File: config.mk
export PLATFORM = sky130hd
export DESIGN_NAME = subsys_pwr_ctrl
export DESIGN_NICKNAME = d
export VERILOG_FILES = /design/src/rtl/spc_pkg.sv /design/src/rtl/spc_cmd_engine.sv /design/src/rtl/spc_state_bank.sv /design/src/rtl/spc_wake.sv /design/src/rtl/spc_irq.sv /design/src/rtl/subsys_pwr_ctrl.sv
export SDC_FILE = /design/constraint.sdc
export NUM_CORES = 1
export LEC_CHECK = 0
export BUFFER_PORTS_ARGS = -buffer_cell sky130_fd_sc_hd__buf_2
export CORE_UTILIZATION = 58
export CTS_CLUSTER_DIAMETER = 200
export DETAILED_ROUTE_END_ITERATION = 10
export PLACE_DENSITY = 0.8
export SETUP_SLACK_MARGIN = 0.3
export SLEW_MARGIN = 30
export SYNTH_ARGS = -nofsm -noshare
export SYNTH_HDL_FRONTEND = slang
export SYNTH_SLANG_ARGS = --single-unit
File: constraint.sdc
create_clock -name clk -period 2.71 [get_ports clk]
set_input_delay 0.542 -clock clk [delete_from_list [all_inputs] [get_ports clk]]
set_output_delay 0.542 -clock clk [all_outputs]
set_load 0.005 [all_outputs]
File: src/rtl/spc_pkg.sv
package spc_pkg;
    localparam int REG_W   = 32;
    localparam int FIELD_W = 2;

    // word indices (byte address bits 7:2)
    localparam logic [5:0] W_STATUS = 6'd0;
    localparam logic [5:0] W_CMD    = 6'd1;
    localparam logic [5:0] W_ICS    = 6'd2;
    localparam logic [5:0] W_WKC    = 6'd4;
    localparam logic [5:0] W_WKS    = 6'd6;
    localparam logic [5:0] W_SSC    = 6'd8;
    localparam logic [5:0] W_SSS    = 6'd12;

    localparam int BUSY_BIT = 8;
    localparam int IE_BIT   = 8;
    localparam int IP_BIT   = 9;

    typedef enum logic [1:0] {
        MODE_NOP = 2'd0,
        MODE_IMM = 2'd1,
        MODE_DLY = 2'd2,
        MODE_TRG = 2'd3
    } cmd_mode_e;

    typedef struct packed {
        logic [20:0] rsvd;
        cmd_mode_e   mode;
        logic        ioc;
        logic [7:0]  code;
    } cmd_word_t;

    localparam logic [7:0] CODE_SET_CFG  = 8'h01;
    localparam logic [7:0] CAUSE_DONE    = 8'd1;
    localparam logic [7:0] CAUSE_CMD_ERR = 8'd2;
endpackage

File: src/rtl/spc_cmd_engine.sv
module spc_cmd_engine
    import spc_pkg::*;
#(
    parameter int BUSY_CYCLES = 8
) (
    input  logic             clk,
    input  logic             rst_n,
    input  logic             cmd_wr_i,
    input  logic [REG_W-1:0] cmd_wdata_i,
    output logic             busy_o,
    output logic [REG_W-1:0] cmd_o,
    output logic             done_o,
    output logic             apply_o,
    output logic             ioc_o,
    output logic             err_o
);
    localparam int CNT_W = $clog2(BUSY_CYCLES + 1);

    typedef struct packed {
        logic [CNT_W-1:0] cnt;
        cmd_word_t        cmd;
    } eng_t;

    eng_t s_d, s_q;
    logic accept;

    always_comb begin
        s_d    = s_q;
        accept = cmd_wr_i && (s_q.cnt == '0);
        if (s_q.cnt != '0) begin
            s_d.cnt = s_q.cnt - 1'b1;
        end
        if (accept) begin
            s_d.cnt = CNT_W'(BUSY_CYCLES);
            s_d.cmd = cmd_word_t'(cmd_wdata_i);
        end
    end

    always_ff @(posedge clk or negedge rst_n) begin
        if (!rst_n) s_q <= '0;
        else        s_q <= s_d;
    end

    assign busy_o  = (s_q.cnt != '0);
    assign done_o  = (s_q.cnt == CNT_W'(1));
    assign apply_o = done_o && (s_q.cmd.code == CODE_SET_CFG) && (s_q.cmd.mode == MODE_IMM);
    assign ioc_o   = s_q.cmd.ioc;
    assign err_o   = cmd_wr_i && busy_o;
    assign cmd_o   = s_q.cmd;

    // an idle write starts the busy window and latches the word
    p_accept_busy_r3: assert property (@(posedge clk) disable iff (!rst_n)
        (cmd_wr_i && !busy_o) |=> (busy_o && cmd_o == $past(cmd_wdata_i)));

    // the last busy cycle is followed by idle
    p_done_idle_r3: assert property (@(posedge clk) disable iff (!rst_n)
        done_o |=> !busy_o);

    // a write during busy leaves the running command in place
    p_busy_ignore_r7: assert property (@(posedge clk) disable iff (!rst_n)
        (cmd_wr_i && busy_o) |=> (cmd_o == $past(cmd_o)));
endmodule

File: src/rtl/spc_state_bank.sv
module spc_state_bank
    import spc_pkg::*;
#(
    parameter int N_REGS = 4
) (
    input  logic                         clk,
    input  logic                         rst_n,
    input  logic [N_REGS-1:0]            wr_i,
    input  logic [REG_W-1:0]             wdata_i,
    input  logic                         apply_i,
    output logic [N_REGS-1:0][REG_W-1:0] ctrl_o,
    output logic [N_REGS-1:0][REG_W-1:0] status_o
);
    typedef struct packed {
        logic [N_REGS-1:0][REG_W-1:0] ctrl;
        logic [N_REGS-1:0][REG_W-1:0] status;
    } bank_t;

    bank_t s_d, s_q;

    always_comb begin
        s_d = s_q;
        for (int i = 0; i < N_REGS; i++) begin
            if (wr_i[i]) s_d.ctrl[i] = wdata_i;
        end
        if (apply_i) s_d.status = s_q.ctrl;
    end

    always_ff @(posedge clk or negedge rst_n) begin
        if (!rst_n) s_q <= '1;
        else        s_q <= s_d;
    end

    assign ctrl_o   = s_q.ctrl;
    assign status_o = s_q.status;

    // the applied bank equals the requested bank seen at completion
    p_apply_copy_r4: assert property (@(posedge clk) disable iff (!rst_n)
        apply_i |=> (status_o == $past(ctrl_o)));

    // the status bank moves only on an apply
    p_status_hold_r5: assert property (@(posedge clk) disable iff (!rst_n)
        !apply_i |=> $stable(status_o));
endmodule

File: src/rtl/spc_wake.sv
module spc_wake
    import spc_pkg::*;
#(
    parameter int N_REGS = 2
) (
    input  logic                         clk,
    input  logic                         rst_n,
    input  logic [N_REGS-1:0]            ctl_wr_i,
    input  logic [N_REGS-1:0]            sts_wr_i,
    input  logic [REG_W-1:0]             wdata_i,
    input  logic [N_REGS*REG_W-1:0]      evt_i,
    output logic [N_REGS-1:0][REG_W-1:0] ctrl_o,
    output logic [N_REGS-1:0][REG_W-1:0] status_o
);
    typedef struct packed {
        logic [N_REGS-1:0][REG_W-1:0] ctrl;
        logic [N_REGS-1:0][REG_W-1:0] status;
    } wake_t;

    wake_t s_d, s_q;

    always_comb begin
        s_d = s_q;
        for (int i = 0; i < N_REGS; i++) begin
            if (ctl_wr_i[i]) s_d.ctrl[i] = wdata_i;
            if (sts_wr_i[i]) s_d.status[i] = s_q.status[i] & ~wdata_i;
            s_d.status[i] = s_d.status[i] | (evt_i[i*REG_W +: REG_W] & s_q.ctrl[i]);
        end
    end

    always_ff @(posedge clk or negedge rst_n) begin
        if (!rst_n) s_q <= '0;
        else        s_q <= s_d;
    end

    assign ctrl_o   = s_q.ctrl;
    assign status_o = s_q.status;

    logic [N_REGS*REG_W-1:0] hit, sts_flat;
    assign hit      = evt_i & s_q.ctrl;
    assign sts_flat = s_q.status;

    // an enabled event is captured on the next edge
    p_wake_latch_r9: assert property (@(posedge clk) disable iff (!rst_n)
        (|hit) |=> ((sts_flat & $past(hit)) == $past(hit)));
endmodule

File: src/rtl/spc_irq.sv
module spc_irq
    import spc_pkg::*;
(
    input  logic       clk,
    input  logic       rst_n,
    input  logic       ics_wr_i,
    input  logic       ie_wdata_i,
    input  logic       ip_clr_i,
    input  logic       done_i,
    input  logic       ioc_i,
    input  logic       err_i,
    output logic       ie_o,
    output logic       ip_o,
    output logic [7:0] cause_o,
    output logic       irq_o
);
    typedef struct packed {
        logic       ie;
        logic       ip;
        logic [7:0] cause;
    } ics_t;

    ics_t s_d, s_q;

    always_comb begin
        s_d = s_q;
        if (ics_wr_i) begin
            s_d.ie = ie_wdata_i;
            if (ip_clr_i) s_d.ip = 1'b0;
        end
        if (done_i && ioc_i) begin
            s_d.ip    = 1'b1;
            s_d.cause = CAUSE_DONE;
        end
        if (err_i) begin
            s_d.ip    = 1'b1;
            s_d.cause = CAUSE_CMD_ERR;
        end
    end

    always_ff @(posedge clk or negedge rst_n) begin
        if (!rst_n) s_q <= '0;
        else        s_q <= s_d;
    end

    assign ie_o    = s_q.ie;
    assign ip_o    = s_q.ip;
    assign cause_o = s_q.cause;
    assign irq_o   = s_q.ip & s_q.ie;

    // requested completion raises pending with the done cause
    p_done_flag_r6: assert property (@(posedge clk) disable iff (!rst_n)
        (done_i && ioc_i && !err_i) |=> (ip_o && cause_o == CAUSE_DONE));

    // a rejected command raises pending with the error cause
    p_err_flag_r7: assert property (@(posedge clk) disable iff (!rst_n)
        err_i |=> (ip_o && cause_o == CAUSE_CMD_ERR));

    // pending never rises without a source event
    p_ip_source_r8: assert property (@(posedge clk) disable iff (!rst_n)
        $rose(ip_o) |-> $past((done_i && ioc_i) || err_i));
endmodule

File: src/rtl/subsys_pwr_ctrl.sv
module subsys_pwr_ctrl
    import spc_pkg::*;
#(
    parameter int N_SUBSYS    = 64,
    parameter int N_WAKE      = 64,
    parameter int BUSY_CYCLES = 8
) (
    input  logic                        clk,
    input  logic                        rst_n,
    input  logic                        bus_wr_i,
    input  logic [7:0]                  bus_addr_i,
    input  logic [REG_W-1:0]            bus_wdata_i,
    output logic [REG_W-1:0]            bus_rdata_o,
    input  logic [N_WAKE-1:0]           wake_evt_i,
    output logic [FIELD_W*N_SUBSYS-1:0] subsys_state_o,
    output logic                        irq_o
);
    localparam int N_STATE_REGS = (N_SUBSYS * FIELD_W) / REG_W;
    localparam int N_WAKE_REGS  = N_WAKE / REG_W;

    logic       aligned, wr_ok;
    logic [5:0] word;

    assign aligned = (bus_addr_i[1:0] == 2'b00);
    assign word    = bus_addr_i[7:2];
    assign wr_ok   = bus_wr_i && aligned;

    logic [N_STATE_REGS-1:0] ssc_wr;
    logic [N_WAKE_REGS-1:0]  wkc_wr, wks_wr;

    for (genvar i = 0; i < N_STATE_REGS; i++) begin : g_ssc_dec
        assign ssc_wr[i] = wr_ok && (word == 6'(int'(W_SSC) + i));
    end
    for (genvar i = 0; i < N_WAKE_REGS; i++) begin : g_wake_dec
        assign wkc_wr[i] = wr_ok && (word == 6'(int'(W_WKC) + i));
        assign wks_wr[i] = wr_ok && (word == 6'(int'(W_WKS) + i));
    end

    logic             busy, done, apply, ioc, err;
    logic [REG_W-1:0] cmd_rd;

    spc_cmd_engine #(.BUSY_CYCLES(BUSY_CYCLES)) u_eng (
        .clk         (clk),
        .rst_n       (rst_n),
        .cmd_wr_i    (wr_ok && (word == W_CMD)),
        .cmd_wdata_i (bus_wdata_i),
        .busy_o      (busy),
        .cmd_o       (cmd_rd),
        .done_o      (done),
        .apply_o     (apply),
        .ioc_o       (ioc),
        .err_o       (err)
    );

    logic [N_STATE_REGS-1:0][REG_W-1:0] ssc, sss;

    spc_state_bank #(.N_REGS(N_STATE_REGS)) u_bank (
        .clk      (clk),
        .rst_n    (rst_n),
        .wr_i     (ssc_wr),
        .wdata_i  (bus_wdata_i),
        .apply_i  (apply),
        .ctrl_o   (ssc),
        .status_o (sss)
    );

    logic [N_WAKE_REGS-1:0][REG_W-1:0] wkc, wks;

    spc_wake #(.N_REGS(N_WAKE_REGS)) u_wake (
        .clk      (clk),
        .rst_n    (rst_n),
        .ctl_wr_i (wkc_wr),
        .sts_wr_i (wks_wr),
        .wdata_i  (bus_wdata_i),
        .evt_i    (wake_evt_i),
        .ctrl_o   (wkc),
        .status_o (wks)
    );

    logic       ie, ip;
    logic [7:0] cause;

    spc_irq u_irq (
        .clk        (clk),
        .rst_n      (rst_n),
        .ics_wr_i   (wr_ok && (word == W_ICS)),
        .ie_wdata_i (bus_wdata_i[IE_BIT]),
        .ip_clr_i   (bus_wdata_i[IP_BIT]),
        .done_i     (done),
        .ioc_i      (ioc),
        .err_i      (err),
        .ie_o       (ie),
        .ip_o       (ip),
        .cause_o    (cause),
        .irq_o      (irq_o)
    );

    always_comb begin
        bus_rdata_o = '0;
        if (aligned) begin
            if (word == W_STATUS) bus_rdata_o[BUSY_BIT] = busy;
            if (word == W_CMD)    bus_rdata_o = cmd_rd;
            if (word == W_ICS)    bus_rdata_o = {22'b0, ip, ie, cause};
            for (int i = 0; i < N_WAKE_REGS; i++) begin
                if (word == 6'(int'(W_WKC) + i)) bus_rdata_o = wkc[i];
                if (word == 6'(int'(W_WKS) + i)) bus_rdata_o = wks[i];
            end
            for (int i = 0; i < N_STATE_REGS; i++) begin
                if (word == 6'(int'(W_SSC) + i)) bus_rdata_o = ssc[i];
                if (word == 6'(int'(W_SSS) + i)) bus_rdata_o = sss[i];
            end
        end
    end

    assign subsys_state_o = sss;

    // outputs track the applied bank only after a completed apply
    p_out_stable_r10: assert property (@(posedge clk) disable iff (!rst_n)
        !apply |=> $stable(subsys_state_o));
endmodule

==> run_results.csv <==
group,metric,value,unit
global_routing,grt_usage,40.3,%
global_routing,grt_pass1_vias,17229,
synth,synth_cells,1652,
timing,fmax,329,MHz
layout,multi_input_area,0.00919,mm²
layout,num_antenna_cells,0,
critical_path,worst-setup-path-type,"in2out",
power,power_leakage,12.2,nW
timing,relSlewSlack,41.2,%
synth,yosys.area.top_type,"dfstp_2",
synth,synth_area,0.0203,mm²
clocking,cts_root_buf,"clkbuf_16",
clocking,clk_latency,590,ps
synth,yosys_warnings,0,
clocking,cts.reportedPaths.clkPinSlew,70,ps
detailed_routing,drt-pass1-iter-count,6,
synth,synth_area_leaders,"dfstp_2 33%, dfrtp_1 21%, mux2_2 19%, a22o_1 3.3%, nand2_1 2.1%",
timing,slew_violations,0,
placement,place_congestion,0.969,
hold_path,worstHoldPathType,"in2reg",
detailed_routing,num_vias,16802,
layout,seqCellArea,0.0109,mm²
clocking,cts.path.max_buffers,3,
placement,numPortBuffers,267,
timing,tightest_slew,882,ps
die,die_h,189,µm
power,fin_total_pwr,16.2,mW
timing,setup_ws,-328,ps
global_routing,grt_first_pass_wirelength,107,mm
die,die_w,189,µm
critical_path,ff2ff_path_depth,5,
global_routing,grt_max_degree,137,
die,io_pins,268,
synth,ys_seq_elements,424,
synth,synth_edf_count,0,
synth,synthFlopType,"dfstp_2",
synth,async_reset_ff_share,100,%
layout,fillCellCount,2137,
detailed_routing,viasPerCell,6.57,
timing,final.setup.tns,-7740,ps
critical_path,worstReg2RegEnd,"u_bank.status_o[124]$_DFFE_PN1P_",
global_routing,antenna_found_initial,2,
hold_path,hold_path_depth,2,
critical_path,cp-end-kind,"primary output",
critical_path,required,2170,ps
clocking,cts_tree,"built",
job,drv_cap,0,
placement,pre_cts_ws,-453,ps
detailed_routing,routed_wl,71.8,mm
global_routing,overflow,0,
synth,ys_seq_area_share,53.8,%
clocking,cts.sinks,424,
detailed_routing,first_iter_violations,1449,
clocking,h-tree-depth,2,
die,core_area,0.0345,mm²
hold_path,min_to,"u_wake.status_o[40]$_DFF_PN0_",
critical_path,rrSetupSlack,310,ps
power,power_density,612,mW/mm²
layout,nets,2175,
placement,dp_hpwl,49.5,mm
timing,finalHoldViolCount,0,
timing,setup-violations-final,32,
clocking,cts_buffers,45,
hold_path,hold_start,"wake_evt_i[40]",
critical_path,path_max_fanout,5,
layout,syn_to_final_growth,30.3,%
layout,drive_gt1_share,61.9,%
critical_path,r2r-start,"u_eng.cmd_o[3]$_DFFE_PN0P_",
run_status,status,"complete, but fails checks",
timing,period_needed,3040,ps
timing,min_period_over_period,112,%
synth,yosysUniqueCellTypes,77,
power,peakVddDrop,0.463,mV
timing,rsz0062_at_grt,"true",
die,die-area,0.0358,mm²
die,core.rowCount,68,
detailed_routing,ant_nets,0,
detailed_routing,wl_per_cell,28.1,µm
die,start_util,58.8,%
detailed_routing,drc_errors,0,
critical_path,cp.arrival,2500,ps
synth,avgSynthCellArea,12.3,µm²
timing,skew,19.3,ps
synth,synthesis.nets,1761,
synth,synth_top_area_share,33.1,%
run_status,violations,"negative setup slack",
critical_path,startpoint_type,"primary input",
per-layer routing:
layer | vias to the layer above | wire length, µm | global-route usage [%]
met2 | 954 | 34100 | 64.6
met4 | 2 | 5140 | 27.5
met5 | - | 11 | 0
met1 | 8578 | 26300 | 49.6
met3 | 258 | 6180 | 7.93
li1 | 7010 | - | -
sequential cells by signal (all words and copies together), names as in the netlist:
name             flops
u_wake.status_o     64
u_irq.ip_o           1
u_irq.ie_o           1
u_eng.cmd_o         31
u_wake.ctrl_o       64
u_bank.ctrl_o      128
u_irq.cause_o        2
u_bank.status_o    128
u_eng.s_q            4
u_eng.ioc_o          1
where the power goes:
group          switching [mW]  internal, mW
sequential              0.459          6.96
clock                    2.64          4.33
combinational           0.918         0.904
stage by stage:
stage / std cells / area, µm² / hold WS [ps] / util, %
final: 2557 / 26500 / 188 / 76.7
after global routing: 2557 / 26500 / 183 / 76.7
after CTS: 2548 / 26300 / 181 / 76.2
after detailed placement: 2431 / 23700 / 467 / 68.5
after global placement: 2431 / 23700 / 472 / 68.5
after floorplan: 1652 / 20400 / 246 / -
logic make-up (layout without fill, tap and decap cells):
group                    Yosys count  after routing  synth area share [%]
AO/OA/AOI/OAI                    428            428                  15.0
AND/OR/NAND/NOR                  263            263                  6.86
adder cells (fa/ha/maj)            2              2                 0.123
multiplexers                     367            367                  20.4
flip-flops                       424            424                  53.8
buffers and inverters            168            618                  3.83
worst max-delay path by stage:
stage | start | to | cells after the start
floorplan | bus_addr_i[4] | bus_rdata_o[16] | 8
global placement | bus_addr_i[2] | bus_rdata_o[1] | 9
detailed placement | bus_addr_i[7] | bus_rdata_o[1] | 11
CTS | u_eng.s_q[32]$_DFFE_PN0P_ | bus_rdata_o[8] | 8
global route | bus_addr_i[5] | bus_rdata_o[30] | 11
finish | bus_addr_i[5] | bus_rdata_o[30] | 11
Yosys cell counts (all sizes together) (8+ instances only):
cell,instances
o2bb2ai,20
mux2i,14
a221oi,20
nand3,13
inv,24
mux2,350
dfstp,256
o221ai,18
buf,79
o21ai,84
nand2,120
a21oi,61
and2,12
nor2,51
a22oi,28
dfrtp,168
clkbuf,63
a22o,77
and3,8
o22ai,37
or3,16
a221o,9
a222oi,10
a31oi,18
layout make-up:
cell class	count	share of cell area, %
clock buffer	66	4.97
clock inverter	17	1.35
inverter	26	0.368
multi-input combinational	1060	34.7
sequential	424	41.3
tap	455	2.15
timing repair buffer	509	15.2
cells in the final DEF, fill, tap and decap left out, drive strengths merged, types with 5 or more instances in the layout:
cell type | synthesis | final
mux2i | 14 | 14
a21oi | 61 | 61
a222oi | 10 | 10
a211oi | 5 | 5
bufinv | 0 | 10
o2bb2ai | 20 | 20
and2 | 12 | 12
nor3 | 6 | 6
a221o | 9 | 9
nor2 | 51 | 51
o21ai | 84 | 84
o21a | 5 | 5
or3 | 16 | 16
a31oi | 18 | 18
mux2 | 350 | 350
nand3 | 13 | 13
o211ai | 5 | 5
o22ai | 37 | 37
inv | 24 | 25
a22oi | 28 | 28
nor2b | 5 | 5
clkbuf | 63 | 66
a22o | 77 | 77
and3 | 8 | 8
dfrtp | 168 | 168
nand2 | 120 | 120
dfstp | 256 | 256
buf | 79 | 507
nand2b | 6 | 6
o221ai | 18 | 18
a221oi | 20 | 20
clkinv | 2 | 8
timing repair:
item                       4_1_cts  5_1_grt
pin swaps                       65       34
hold buffers                     1        0
buffers inserted                30        9
gates cloned                     3        0
resized for setup              146       20
hold endpoints to repair        26        0
setup endpoints to repair       32       32
critical path, stage by stage:
cell and delay, ps:
buf_8 100, or4b_4 540, buf_8 150, buf_4 140, nor2_4 90, buf_6 160
a22oi_1 100, o211ai_1 200, buf_4 180, o2111a_1 180, buf_2 120
Power figures use the tool's default switching activity.
